<file path="config.mk">
export PLATFORM = sky130hd
export DESIGN_NAME = dot_refresh_seq
export DESIGN_NICKNAME = d
export VERILOG_FILES = /design/src/rtl/dotseq_pkg.sv /design/src/rtl/dotseq_ctrl.sv /design/src/rtl/dotseq_datapath.sv /design/src/rtl/dot_refresh_seq.sv
export SDC_FILE = /design/constraint.sdc
export NUM_CORES = 1
export LEC_CHECK = 0
export BUFFER_PORTS_ARGS = -buffer_cell sky130_fd_sc_hd__buf_4
export CAP_MARGIN = 5
export CORE_ASPECT_RATIO = 1.2
export CORE_MARGIN = 2
export CORE_UTILIZATION = 40
export CTS_CLUSTER_DIAMETER = 150
export CTS_CLUSTER_SIZE = 14
export DETAILED_ROUTE_END_ITERATION = 10
export SYNTH_ARGS = -nofsm -noshare
export SYNTH_HDL_FRONTEND = slang
export SYNTH_HIERARCHICAL = 1
export SYNTH_SLANG_ARGS = --single-unit
</file>
<file path="constraint.sdc">
create_clock -name clk -period 2.3 [get_ports clk]
set_input_delay 0.46 -clock clk [delete_from_list [all_inputs] [get_ports clk]]
set_output_delay 0.46 -clock clk [all_outputs]
set_load 0.02 [all_outputs]
</file>
<file path="src/rtl/dotseq_pkg.sv">
package dotseq_pkg;

  typedef enum logic [1:0] {
    ST_IDLE,
    ST_WRITE,
    ST_OVERDRIVE,
    ST_HOLD
  } seqState_t;

  // strobes from control to datapath
  typedef struct packed {
    logic loadFrame;
    logic rowValid;
  } dpStrobe_t;

endpackage

</file>
<file path="src/rtl/dotseq_ctrl.sv">
module dotseq_ctrl
  import dotseq_pkg::*;
#(
  parameter int ROWS            = 12,
  parameter int ROW_W           = 4,
  parameter int STEP_TICKS      = 10,
  parameter int SETTLE_TICKS    = 40,
  parameter int OVERDRIVE_TICKS = 2500
) (
  input  logic             clk,
  input  logic             rstN,
  input  logic             tickEn,
  input  logic             startPulse,
  input  logic             pipeMode,
  output dpStrobe_t        strobe,
  output logic [ROW_W-1:0] rowSel,
  output logic             driveEn,
  output logic             overdriveSel,
  output logic             busy,
  output logic             donePulse
);

  localparam int MAX_WR = (STEP_TICKS > SETTLE_TICKS) ? STEP_TICKS : SETTLE_TICKS;
  localparam int MAX_T  = (MAX_WR > OVERDRIVE_TICKS) ? MAX_WR : OVERDRIVE_TICKS;
  localparam int TW     = $clog2(MAX_T + 1);

  seqState_t        state;
  logic [ROW_W-1:0] rowIdx;
  logic [TW-1:0]    tickCnt;
  logic [TW-1:0]    dwellLim;
  logic             pipeLatch;
  logic             lastRow;
  logic             startOk;
  logic             dwellEnd;
  logic             odEnd;

  assign lastRow  = (rowIdx == ROW_W'(ROWS - 1));
  assign dwellLim = (pipeLatch && !lastRow) ? TW'(STEP_TICKS) : TW'(SETTLE_TICKS);
  assign startOk  = startPulse && (state == ST_IDLE || state == ST_HOLD);
  assign dwellEnd = tickEn && (tickCnt == dwellLim - TW'(1));
  assign odEnd    = tickEn && (tickCnt == TW'(OVERDRIVE_TICKS - 1));

  always_ff @(posedge clk or negedge rstN) begin
    if (!rstN) begin
      state     <= ST_IDLE;
      rowIdx    <= '0;
      tickCnt   <= '0;
      pipeLatch <= 1'b0;
      donePulse <= 1'b0;
    end else begin
      donePulse <= 1'b0;
      case (state)
        ST_IDLE, ST_HOLD: begin
          if (startOk) begin
            state     <= ST_WRITE;
            rowIdx    <= '0;
            tickCnt   <= '0;
            pipeLatch <= pipeMode;
          end
        end
        ST_WRITE: begin
          if (dwellEnd) begin
            tickCnt <= '0;
            if (lastRow) state <= ST_OVERDRIVE;
            else         rowIdx <= rowIdx + ROW_W'(1);
          end else if (tickEn) begin
            tickCnt <= tickCnt + TW'(1);
          end
        end
        ST_OVERDRIVE: begin
          if (odEnd) begin
            state     <= ST_HOLD;
            tickCnt   <= '0;
            donePulse <= 1'b1;
          end else if (tickEn) begin
            tickCnt <= tickCnt + TW'(1);
          end
        end
        default: state <= ST_IDLE;
      endcase
    end
  end

  assign strobe.loadFrame = startOk;
  assign strobe.rowValid  = (state == ST_WRITE);
  assign rowSel           = rowIdx;
  assign driveEn          = (state == ST_OVERDRIVE) || (state == ST_HOLD);
  assign overdriveSel     = (state == ST_OVERDRIVE);
  assign busy             = (state == ST_WRITE) || (state == ST_OVERDRIVE);

endmodule

</file>
<file path="src/rtl/dotseq_datapath.sv">
module dotseq_datapath
  import dotseq_pkg::*;
#(
  parameter int ROWS  = 12,
  parameter int COLS  = 12,
  parameter int ROW_W = 4
) (
  input  logic                 clk,
  input  logic                 rstN,
  input  dpStrobe_t            strobe,
  input  logic [ROW_W-1:0]     rowSel,
  input  logic [ROWS*COLS-1:0] frameImg,
  output logic [ROWS-1:0]      wordLine,
  output logic [COLS-1:0]      bitLine
);

  logic [ROWS*COLS-1:0] frameReg;

  always_ff @(posedge clk or negedge rstN) begin
    if (!rstN)                 frameReg <= '0;
    else if (strobe.loadFrame) frameReg <= frameImg;
  end

  for (genvar r = 0; r < ROWS; r++) begin : g_wl
    assign wordLine[r] = strobe.rowValid && (rowSel == ROW_W'(r));
  end

  always_comb begin
    bitLine = '0;
    for (int r = 0; r < ROWS; r++) begin
      if (strobe.rowValid && rowSel == ROW_W'(r)) bitLine = frameReg[r*COLS +: COLS];
    end
  end

endmodule

</file>
<file path="src/rtl/dot_refresh_seq.sv">
module dot_refresh_seq
  import dotseq_pkg::*;
#(
  parameter int ROWS            = 12,
  parameter int COLS            = 12,
  parameter int STEP_TICKS      = 10,
  parameter int SETTLE_TICKS    = 40,
  parameter int OVERDRIVE_TICKS = 2500
) (
  input  logic                 clk,
  input  logic                 rstN,
  input  logic                 tickEn,
  input  logic                 startPulse,
  input  logic                 pipeMode,
  input  logic [ROWS*COLS-1:0] frameImg,
  output logic [ROWS-1:0]      wordLine,
  output logic [COLS-1:0]      bitLine,
  output logic                 driveEn,
  output logic                 overdriveSel,
  output logic                 busy,
  output logic                 donePulse
);

  localparam int ROW_W = (ROWS > 1) ? $clog2(ROWS) : 1;

  dpStrobe_t        strobe;
  logic [ROW_W-1:0] rowSel;

  dotseq_ctrl #(
    .ROWS(ROWS), .ROW_W(ROW_W), .STEP_TICKS(STEP_TICKS),
    .SETTLE_TICKS(SETTLE_TICKS), .OVERDRIVE_TICKS(OVERDRIVE_TICKS)
  ) u_ctrl (
    .clk(clk), .rstN(rstN), .tickEn(tickEn), .startPulse(startPulse),
    .pipeMode(pipeMode), .strobe(strobe), .rowSel(rowSel),
    .driveEn(driveEn), .overdriveSel(overdriveSel), .busy(busy),
    .donePulse(donePulse)
  );

  dotseq_datapath #(
    .ROWS(ROWS), .COLS(COLS), .ROW_W(ROW_W)
  ) u_dp (
    .clk(clk), .rstN(rstN), .strobe(strobe), .rowSel(rowSel),
    .frameImg(frameImg), .wordLine(wordLine), .bitLine(bitLine)
  );

endmodule

</file>
# Yosys cells after proc, flatten, opt, wreduce, memory -nomap -nowiden
# Cells that the tools add are included.
[totals]
elab_cells = 86
input_bits = 149
regBits = 164
output_inout_bits = 28
[classes]
addsub = 3
reduce_logical = 27
n_mux = 29
n_eq_ne = 21
[ops]
columns = ["op", "count"]
rows = [
  ["two-way mux 12 bit", 16],
  ["case mux 12 bit (3 select lines)", 1],
  ["== test 4 x 3 -> 1 bit (second input constant)", 4],
  ["== test 4 bit (second input constant)", 4],
  ["logical AND 1 bit", 16],
  ["adder 12 x 1 -> 12 bit (second input constant)", 1],
  ["== test 12 bit", 1],
  ["== test 12 bit (second input constant)", 1],
  ["two-way mux 4 bit", 3],
  ["subtractor 12 x 1 -> 12 bit (second input constant)", 1],
  ["== test 4 x 2 -> 1 bit (second input constant)", 2],
  ["two-way mux 2 bit", 4],
  ["case mux 4 bit (2 select lines)", 1],
  ["AND reduction 4 bit", 2],
  ["two-way mux 6 bit", 1],
  ["inequality test 2 bit (second input constant)", 3],
  ["case mux 2 bit (3 select lines)", 1],
  ["adder 4 x 1 -> 4 bit (second input constant)", 1],
  ["== test 2 bit (second input constant)", 2],
  ["== test 4 x 1 -> 1 bit (second input constant)", 1],
  ["logical NOT 4 bit", 1],
  ["inequality test 2 x 1 -> 1 bit (second input constant)", 2],
  ["logical OR 1 bit", 3],
  ["== test 2 x 1 -> 1 bit (second input constant)", 1],
  ["6 further kinds", 7],
]

# Depth between registers and ports, before layout
[logic_depth]
word_depth = 14
ltp_mapped = 11
mapped_depth_nobuf = 7

# By module
# The synthesis kept the hierarchy.
[by_module_without_submodules]
columns = ["module", "seq_area_each_um2", "instances", "area_each_um2", "cells_each"]
rows = [
  ["dotseq_datapath", 3603.5, 1, 6954.2, 541],
  ["dotseq_ctrl", 500.5, 1, 1246.2, 126],
]

# Worst setup path after synthesis
# Ideal clock, no wire load.
[synth_timing]
kind = "flip-flop to output port"
start = "reg u_ctrl.state[1]"
end = "out bitLine[8]"
path_buffers = 1
setup_slack_ps = -370
t_arrival_ps = 2210
path_stages_with_launch = 8
required_ps = 1840
cell_sequence = "dfrtp_1 > inv_1 > ha_1 > buf_2 > nand2_1 > nor3_1 > a32oi_1 > a31oi_1"
[synth_rtl]
columns = ["item", "line", "rtl"]
rows = [
  ["start, declared", "dotseq_ctrl.sv:27", "seqState_t state;"],
  ["start signal, assigned", "dotseq_ctrl.sv:45", "state <= ST_IDLE;"],
  ["start signal, assigned", "dotseq_ctrl.sv:55", "state <= ST_WRITE;"],
  ["start signal, assigned", "dotseq_ctrl.sv:64", "if (lastRow) state <= ST_OVERDRIVE;"],
  ["end, declared", "dot_refresh_seq.sv:17", "output logic [COLS-1:0] bitLine,"],
]

# Worst setup path after layout
[layout_timing]
start = "reg u_ctrl.rowIdx[1] (netlist: u_ctrl/rowSel[1])"
end = "out bitLine[11]"
[layout_between]
elab_chain_cells = 14
elab_cells_between_ends = 36
classes_between = "eq/ne (11); mux (12); reduce/logical (13)"
[layout_rtl]
columns = ["item", "line", "rtl"]
rows = [
  ["start, declared", "dotseq_ctrl.sv:28", "logic [ROW_W-1:0] rowIdx;"],
  ["start signal, assigned", "dotseq_ctrl.sv:65", "else rowIdx <= rowIdx + ROW_W'(1);"],
  ["logical NOT 4 bit", "dotseq_datapath.sv:31", "if (strobe.rowValid && rowSel == ROW_W'(r)) bitLine = frameReg[r*COLS +: COLS];"],
  ["logical AND 1 bit", "dotseq_datapath.sv:31", ""],
  ["two-way mux 12 bit (11 in series)", "dotseq_datapath.sv:31", ""],
  ["two-way mux 12 bit *", "dotseq_datapath.sv:31", ""],
]
# Every way passes the cells marked *; elsewhere a longest branch is shown, timed or not.

==> results.tsv <==
stage	metric	value	unit
worst_setup_path	WS Path Type	register to output pin	
pwr	PD cells	627	nW/um2
hold_path	Hold Path Sink	u_dp/frameReg[68]$_DFFE_PN0P_	
cts	clock buffer depth	2	
worst_setup_path	CP startpoint kind	register	
sta	crit path time final	2.63	ns
pwr	combinational power share	16.6	%
grt	antenna violations before repair	1	
logic_synthesis	Post-synth ARST share	100	%
drt	DRC	0	
finish	share of cells above drive strength 1	57.0	%
sta	RSZ-0062 raised after global routing	yes	
die	# rows	57	
job	Max-Cap Viols	0	
die	die area	21700	um2
drt	via count	6285	
worst_setup_path	Worst Path Buf+Inv	2	
placement	Final GP Congestion	0.896	
pwr	sw frac	26.9	%
sta	fin crit share	115	%
logic_synthesis	syn avg cell area	12.3	um2
hold_path	Hold/Removal Path Class	input pin to register	
drt	Antenna Nets Post-Route	0	
placement	Setup WS pre-CTS	-0.105	ns
hold_path	hold path cells	3	
outcome	failing checks	negative setup slack	
finish	final cell count without fillers	1169	
finish	# nets final	1045	
worst_setup_path	Worst EP required	1.84	ns
cts	root buffer cell	clkbuf_16	
outcome	status	finished, violations left	
sta	final setup TNS	-3.40	ns
logic_synthesis	YS warnings	6	
logic_synthesis	Syn Inst Count	667	
sta	Worst slew margin	65.7	%
drt	wire per inst	19.9	um
drt	DR iter-0 viols	360	
sta	clk_skew	0.00921	ns
cts	CTS tree	yes	
grt	GR Overflow Total	0	
logic_synthesis	leading area contributor after synthesis	dfrtp_1	
worst_setup_path	Critical Path AT	2.17	ns
worst_setup_path	R2R Setup Slk	0.12	ns
die	core area	20200	um2
pwr	Leakage	5.40	nW
placement	PortBufs	176	
worst_setup_path	Crit-path slowest cell	dfrtp_2	
sta	worst hold slack	0.254	ns
pwr	Cell Int Power	5.19	mW
grt	first-pass GRT wire length	36800	um
finish	FILL cells	1691	
cts	CTS Buf Count	17	
sta	fmax	380	MHz
worst_setup_path	R2R depth	10	
logic_synthesis	EDFF count, synth	0	
pwr	sw power	1.91	mW
logic_synthesis	FF+latch count, synth	164	
cts	Clk pin slew, worst setup/hold paths	0.06	ns
grt	vias in the first global route	6789	
placement	Placed Cells	1118	
drt	DR vias/cell	5.38	
cts	H-Tree Level Count	4	
pwr	power share of the clock group	40.4	%
finish	area grow syn2layout	37.9	%
die	IO Pins	177	
sta	Final Max Tran Viols	0	
worst_setup_path	Slowest Stage Delay on Critical Path	0.43	ns
pwr	total power	7.10	mW
grt	met1 usage	27.4	%
logic_synthesis	Net Count, Synth	822	
cts	clk sink count	164	
sta	Hold Fails Final Rpt	0	
worst_setup_path	Top delay family on crit path	compound AO/OA/AOI/OAI gates	
die	Die Wd	135	um
logic_synthesis	synth top area cells	dfrtp_1, mux2_2, mux4_2, nor2_1, mux2i_1	
hold_path	HP Start	frameImg[68]	
pwr	Reg power frac	42.9	%
die	starting density of the core	40.6	%
drt	final WL	23300	um
drt	DR pass1 iterations	5	
die	die height	161	um
pwr	peak supply drop	0.000492	V
worst_setup_path	CP cell instances	buf_6 > nand2b_4 > or2_4 > o21ai_4 > a211oi_2 > o32ai_2 > buf_4	
logic_synthesis	Yosys cell types	62	
grt	busiest layer in global routing	met2	
worst_setup_path	Worst Setup End Kind	output pin	
logic_synthesis	synthesized area	8200	um2
logic_synthesis	sequential-to-total area share from yosys stat	50.0	%
logic_synthesis	area share of the largest cell type after synthesis	50.0	%
sta	Setup Viol. Count Final	13	
logic_synthesis	Synth Flop Type	dfrtp_1	
worst_setup_path	capturing point of the worst reg2reg path	u_ctrl/rowSel[3]$_DFFE_PN0P_	
cts	Clock Latency Late Sink	0.42	ns
grt	largest net degree at the start of global routing	58	
worst_setup_path	CP max FO	7	
sta	slew at the pin with the worst max-slew slack	0.515	ns
grt	met2 global-route usage	38.8	%
sta	final worst slack	-0.334	ns
grt	gr usage total	22.1	%
grt	global routing usage on met3	4.73	%
worst_setup_path	RR Startpoint	u_ctrl/state[0]$_DFFE_PN0P_	
placement	Post-DP HPWL	17900	um
-- power groups by stage --
stage / Clock, mW / Sequential [mW] / Combinational [mW]
final: 2.87 / 3.05 / 1.18
after global routing: 3.09 / 3.05 / 1.28
after CTS: 2.94 / 3.04 / 1.14
after detailed placement: 0 / 3.11 / 1.02
after global placement: 0 / 3.10 / 1.00
after floorplan: 0 / 3.07 / 0.589
-- cell type report --
type,instances,area [um2],share of cell area [%]
tap,265,332,2.93
sequential,164,4110,36.3
timing repair buffer,246,2080,18.4
clock inverter,12,143,1.26
clock buffer,20,457,4.04
inverter,5,18.8,0.166
antenna,1,2.50,0.0221
multi-input combinational,456,4170,36.8
-- sequential cells by signal, indices dropped and copies added (netlist names) --
signal / count
u_ctrl/rowSel: 4
u_ctrl/state: 2
u_ctrl/tickCnt: 12
u_ctrl/donePulse: 1
u_ctrl/pipeLatch: 1
u_dp/frameReg: 144
-- worst register-to-register path, cell delays in order (launching register included) --
cell	delay, ns
dfrtp_1	0.41
buf_4	0.15
buf_4	0.13
inv_1	0.07
ha_2	0.29
buf_4	0.19
nor2b_2	0.19
a211o_1	0.32
a21oi_1	0.16
a41o_1	0.11
nor2_1	0.05
-- synth_stat cells (all sizes together), types with 3 or more instances --
| cell | number |
|---|---|
| nor2 | 46 |
| mux2 | 152 |
| xnor2 | 4 |
| xor2 | 6 |
| a21o | 5 |
| o32ai | 6 |
| a211oi | 11 |
| nand3 | 21 |
| nand4 | 3 |
| nand4b | 3 |
| o21ai | 28 |
| inv | 5 |
| nor3 | 17 |
| buf | 41 |
| a22oi | 5 |
| o221ai | 3 |
| o22ai | 17 |
| nor2b | 9 |
| nand2b | 6 |
| dfrtp | 164 |
| ha | 6 |
| nand3b | 4 |
| and2 | 5 |
| a22o | 4 |
| o31ai | 4 |
| nand2 | 30 |
| mux4 | 8 |
| a21oi | 10 |
| mux2i | 17 |
-- worst max path at each step --
stage | from | endpoint | slack (ns) | cells past startpoint
CTS | u_ctrl/rowSel[1]$_DFFE_PN0P_ | bitLine[11] | -0.35 | 7
detailed placement | u_ctrl/state[1]$_DFFE_PN0P_ | bitLine[8] | -0.10 | 9
global route | u_ctrl/state[1]$_DFFE_PN0P_ | bitLine[4] | -0.42 | 8
finish | u_ctrl/rowSel[1]$_DFFE_PN0P_ | bitLine[11] | -0.33 | 7
global placement | u_ctrl/state[1]$_DFFE_PN0P_ | bitLine[0] | -0.05 | 9
floorplan | u_ctrl/state[1]$_DFFE_PN0P_ | bitLine[8] | -0.06 | 7
-- cell families (layout without fill, tap and decap cells) --
group | Yosys count | in the layout | share of synthesized area (%)
compound gates | 104 | 104 | 9.26
xor+xnor | 10 | 10 | 1.07
fa+ha+maj | 6 | 6 | 0.915
buf+inv | 48 | 283 | 3.49
flops | 164 | 164 | 50.0
mux | 177 | 177 | 25.1
other cells | 0 | 1 | 0
simple gates | 158 | 159 | 10.1
-- stage by stage --
stage	cell area (um2)	util, %
floorplan	8240	-
global placement	10100	50.3
detailed placement	10100	50.3
CTS	11000	54.7
global route	11300	56.0
finish	11300	56.0
-- cell usage in the layout, fill, tap and decap left out, types with 4 or more instances in the layout --
master       n
inv_6        5
a22o_1       4
o31ai_1      4
buf_4      214
o21ai_1      6
nor2_4       4
a21o_1       4
nor2_1      38
xor2_1       6
buf_6       16
o22ai_2      6
nand2_1     26
mux2i_1     14
buf_12      12
mux4_2       8
nor2_2       4
a211oi_2     8
mux2_2     152
o22ai_1     11
o21ai_0     15
dfrtp_1    160
a21oi_1     10
dfrtp_2      4
xnor2_1      4
o32ai_2      6
inv_1        4
o21ai_4      6
nor2b_1      4
nand3_1     18
clkbuf_16   17
ha_1         4
nor2b_2      4
nand3b_1     4
nor3_1      14
-- routing by layer --
| layer | vias up | routed length, um |
|---|---|---|
| met5 | - | 0 |
| met4 | 0 | 452 |
| met3 | 23 | 1310 |
| met2 | 196 | 12200 |
| met1 | 3161 | 9280 |
| li1 | 2905 | - |
-- timing repair --
action / 4_1_cts / 5_1_grt
hold buffers: 1 / 0
cloned: 0 / 1
pin swaps: 15 / 8
setup endpoints to repair: 24 / 31
buffers inserted: 11 / 6
gates resized for setup: 52 / 50
hold endpoints to repair: 7 / 0
No activity file was read; power rests on OpenSTA's default activity.
